<file path="src/rtl/psr_pkg.sv">
package psr_pkg;

  // Default depth of the input resynchroniser.
  localparam int unsigned SYNC_DEFAULT = 2;

  // What the stage row does in a given system cycle.
  typedef enum logic [1:0] {
    OP_HOLD  = 2'd0,
    OP_LOAD  = 2'd1,
    OP_SHIFT = 2'd2
  } stage_op_e;

  // Load is level-sensitive and has priority over a detected shift edge.
  function automatic stage_op_e pick_op(input logic ld_n, input logic shift_ev);
    if (!ld_n)         return OP_LOAD;
    else if (shift_ev) return OP_SHIFT;
    else               return OP_HOLD;
  endfunction

endpackage

</file>
<file path="src/rtl/psr_sync.sv">
module psr_sync #(
  parameter int unsigned W      = 1,
  parameter int unsigned STAGES = 2,
  parameter logic [W-1:0] RST_VAL = '0
) (
  input  logic         clk,
  input  logic         rst,
  input  logic [W-1:0] d,
  output logic [W-1:0] q
);

  logic [W-1:0] pipe [STAGES];

  for (genvar g = 0; g < STAGES; g++) begin : g_stage
    if (g == 0) begin : g_first
      always_ff @(posedge clk) begin
        if (rst) pipe[0] <= RST_VAL;
        else     pipe[0] <= d;
      end
    end else begin : g_next
      always_ff @(posedge clk) begin
        if (rst) pipe[g] <= RST_VAL;
        else     pipe[g] <= pipe[g-1];
      end
    end
  end

  assign q = pipe[STAGES-1];

endmodule

</file>
<file path="src/rtl/psr_gate_edge.sv">
module psr_gate_edge (
  input  logic clk,
  input  logic rst,
  input  logic sclk_s,
  input  logic inhib_s,
  output logic shift_ev
);

  logic gate;
  logic gate_hist;

  // Either input may act as the clock; the other holds it off.
  assign gate = sclk_s | inhib_s;

  // History resets high: a gate already high after reset is not an edge.
  always_ff @(posedge clk) begin
    if (rst) gate_hist <= 1'b1;
    else     gate_hist <= gate;
  end

  assign shift_ev = gate & ~gate_hist;

endmodule

</file>
<file path="src/rtl/psr_stages.sv">
module psr_stages
  import psr_pkg::*;
#(
  parameter int unsigned WIDTH = 8
) (
  input  logic             clk,
  input  logic             rst,
  input  stage_op_e        op,
  input  logic             ser,
  input  logic [WIDTH-1:0] par,
  output logic [WIDTH-1:0] stg,
  output logic             tail,
  output logic             tail_n
);

  localparam int unsigned TOP = WIDTH - 1;

  always_ff @(posedge clk) begin
    if (rst) begin
      stg    <= '0;
      tail   <= 1'b0;
      tail_n <= 1'b1;
    end else begin
      unique case (op)
        OP_LOAD: begin
          stg    <= par;
          tail   <= par[TOP];
          tail_n <= ~par[TOP];
        end
        OP_SHIFT: begin
          stg    <= {stg[TOP-1:0], ser};
          tail   <= stg[TOP-1];
          tail_n <= ~stg[TOP-1];
        end
        default: ;
      endcase
    end
  end

endmodule

</file>
<file path="src/rtl/psr_shreg.sv">
module psr_shreg
  import psr_pkg::*;
#(
  parameter int unsigned WIDTH       = 8,
  parameter int unsigned SYNC_STAGES = SYNC_DEFAULT
) (
  input  logic             clk,
  input  logic             rst,
  input  logic             sclk_in,
  input  logic             inhib_in,
  input  logic             load_n_in,
  input  logic             ser_in,
  input  logic [WIDTH-1:0] par_in,
  output logic             q_out,
  output logic             q_out_n
);

  // Bundle layout: {par, ser, load_n, inhib, sclk}
  localparam int unsigned BW = WIDTH + 4;
  localparam logic [BW-1:0] BUS_RST = {{WIDTH{1'b0}}, 1'b0, 1'b1, 1'b1, 1'b1};

  logic [BW-1:0]    bus_raw;
  logic [BW-1:0]    bus_s;
  logic             sclk_s;
  logic             inhib_s;
  logic             ld_n_s;
  logic             ser_s;
  logic [WIDTH-1:0] par_s;
  logic             shift_ev;
  stage_op_e        op;
  logic [WIDTH-1:0] stg_q;

  assign bus_raw = {par_in, ser_in, load_n_in, inhib_in, sclk_in};

  psr_sync #(
    .W      (BW),
    .STAGES (SYNC_STAGES),
    .RST_VAL(BUS_RST)
  ) u_sync (
    .clk(clk),
    .rst(rst),
    .d  (bus_raw),
    .q  (bus_s)
  );

  assign sclk_s  = bus_s[0];
  assign inhib_s = bus_s[1];
  assign ld_n_s  = bus_s[2];
  assign ser_s   = bus_s[3];
  assign par_s   = bus_s[BW-1:4];

  psr_gate_edge u_edge (
    .clk     (clk),
    .rst     (rst),
    .sclk_s  (sclk_s),
    .inhib_s (inhib_s),
    .shift_ev(shift_ev)
  );

  assign op = pick_op(ld_n_s, shift_ev);

  psr_stages #(.WIDTH(WIDTH)) u_stages (
    .clk   (clk),
    .rst   (rst),
    .op    (op),
    .ser   (ser_s),
    .par   (par_s),
    .stg   (stg_q),
    .tail  (q_out),
    .tail_n(q_out_n)
  );

endmodule

</file>
<file path="config.mk">
export PLATFORM = sky130hd
export DESIGN_NAME = psr_shreg
export DESIGN_NICKNAME = d
export VERILOG_FILES = /design/src/rtl/psr_pkg.sv /design/src/rtl/psr_sync.sv /design/src/rtl/psr_gate_edge.sv /design/src/rtl/psr_stages.sv /design/src/rtl/psr_shreg.sv
export SDC_FILE = /design/constraint.sdc
export NUM_CORES = 1
export LEC_CHECK = 0
export BUFFER_PORTS_ARGS = -buffer_cell sky130_fd_sc_hd__buf_4
export CAP_MARGIN = 20
export CORE_MARGIN = 2
export CORE_UTILIZATION = 40
export DETAILED_ROUTE_END_ITERATION = 8
export SLEW_MARGIN = 0
export SYNTH_ARGS = -nofsm -noshare
export SYNTH_HDL_FRONTEND = slang
export SYNTH_HIERARCHICAL = 1
export SYNTH_SLANG_ARGS = --single-unit
</file>
<file path="constraint.sdc">
create_clock -name clk -period 1.9 [get_ports clk]
set_input_delay 0.095 -clock clk [delete_from_list [all_inputs] [get_ports clk]]
set_output_delay 0.095 -clock clk [all_outputs]
set_load 0.01 [all_outputs]
</file>
==> run metrics <==
Critical path buffers and inverters 1; clk_lat worst skew 330 ps; first-pass GRT wire length 3170 um; hold_sp rst; Post-DRT Antenna Nets 0; routability cong. 0.699; Detailed Routing Iterations Pass 1 3; CP endpoint kind register; Slew @ Worst Pin 400 ps; Critical Path RT 2140 ps; VDD IR max 0.607 mV; CP Launch Type register; Final Max Tran Viols 0; Mean Syn Cell Area 11.8 um2; num ports 16; buffers added on ports 15; Tcrit/Tclk final 89.2%; Die Y 57.6 um; Total Power 0.00126 W; core area 2730 um2; DRC 0; Slew headroom 73.3%; Worst Hold Depth 2; Setup Viol. Count Final 0; critical path's top delay family compound AO/OA/AOI/OAI gates; Worst Path Max Fanout 10; HP Class input port to register; Worst Skew 2.76 ps; clock slew at reported path FFs 100 ps; crit path cell chain o21ba_2 > and2_1 > ha_1 > clkinv_2 > a211oi_1; area grow syn2layout 24.8%; Worst path depth 5; clock buffer depth 2; Syn. warnings 6; largest net degree at the start of global routing 35; CTS sink cnt 34; layout cells sized above 1 19.7%; max-cap violations 0; fmax 590 MHz; Crit Reg-Reg Startpoint u_sync/pipe[1][1]; CTS Buf Count 5; Setup Total Neg Slack 0 ps; Initial DRC Count 6; initial core utilization 42.0%; Non-Filler Instances 158; gr ovfl total 0; Die Wd 57.6 um; die area 3320 um2; final hold vios 0; CP arrival 1940 ps; slowest stage delay, CP 440 ps; n_diodes 0; CTS tree yes; P_leak 0.566 nW; clock period minus final worst setup slack 1700 ps; Setup Crit Path Kind register to register; power per cell area 881 nW/um2; Post-layout nets 142; drt via density 4.42; antenna violations before repair 0; placement-stage cell area 1250 um2; RSZ-0062 raised after global routing no; CTS Root Cell clkbuf_4; mean routed wirelength per cell 11.0 um; drt total wl 1740 um; num rows 19; Post-Syn Nets 113; Worst Reg-to-Reg Cells 5; via count 699; post-cts resize count 0; outcome finished clean; GRT Util Overall 13.2%; Setup crit start u_sync/pipe[1][1]; hpwl dp 1010 um; Final Instance Area 1430 um2; setup bufs post-CTS 0; slowest stage cell, crit path ha_1; Post-Syn Instances 97; Placed Cells 138; H-tree levels 2; Hold-fix buffers, CTS 12; Mapped Area 1150 um2; vias in the first global route 742
-- where the power goes --
part / internal [W] / total (W) / switching, W
Sequential: 0.000746 / 0.000757 / 0.0000103
Clock: 0.000179 / 0.000408 / 0.000229
Combinational: 0.0000629 / 0.0000992 / 0.0000363
-- final timing paths --
path              slack, ps                  to
setup / recovery        200     u_stages/stg[3]
hold / removal          130  u_sync/pipe[0][10]
setup reg to reg        200     u_stages/stg[3]
hold reg to reg         410   u_sync/pipe[1][0]
-- cells in the final DEF (no fill, tap or decap), drive strengths merged --
cell         count
dfxtp           34
nor2b           21
buf             15
dlygate4sd3     12
mux2i            8
a211oi           8
clkbuf           7
or2              6
and2b            5
inv              2
clkinv           2
ha               2
and2             1
or3              1
o21ba            1
a21oi            1
a21bo            1
-- flip-flops by register name, indices dropped and copies added (netlist names) --
register	count
u_edge/gate_hist	1
u_stages/stg	8
u_stages/tail_n	1
u_sync/pipe	24
-- routing by layer --
metal  track usage, %  share of wire [%]  up-vias
met4             9.97                3.6        0
met5                0                  0        -
met3             4.76                4.5        8
li1                 -                  -      373
met1             14.6                 47      304
met2             20.5                 44       14
-- per-stage QoR --
step                util [%]  hold slack, ps  worst slack, ps
floorplan                  -             167              432
global placement        45.9             278              322
detailed placement      45.9             279              222
CTS                     52.4             126              193
global route            52.4             139             77.1
finish                  52.4             135              205
-- cell type report --
| type | count | area (um2) |
|---|---|---|
| Inverter | 3 | 12.5 |
| Clock buffer | 7 | 55.1 |
| Tap cell | 31 | 38.8 |
| Sequential cell | 34 | 681 |
| Multi-Input combinational cell | 55 | 409 |
| Clock inverter | 1 | 5.00 |
| Fill cell | 236 | 1300 |
| Timing Repair Buffer | 27 | 233 |
-- worst register-to-register path: stages (launching register included) --
cell,delay (ps)
dfxtp_1,320
o21ba_2,190
and2_1,170
ha_1,440
clkinv_2,210
a211oi_1,270
(Power assumes the default switching activity.)
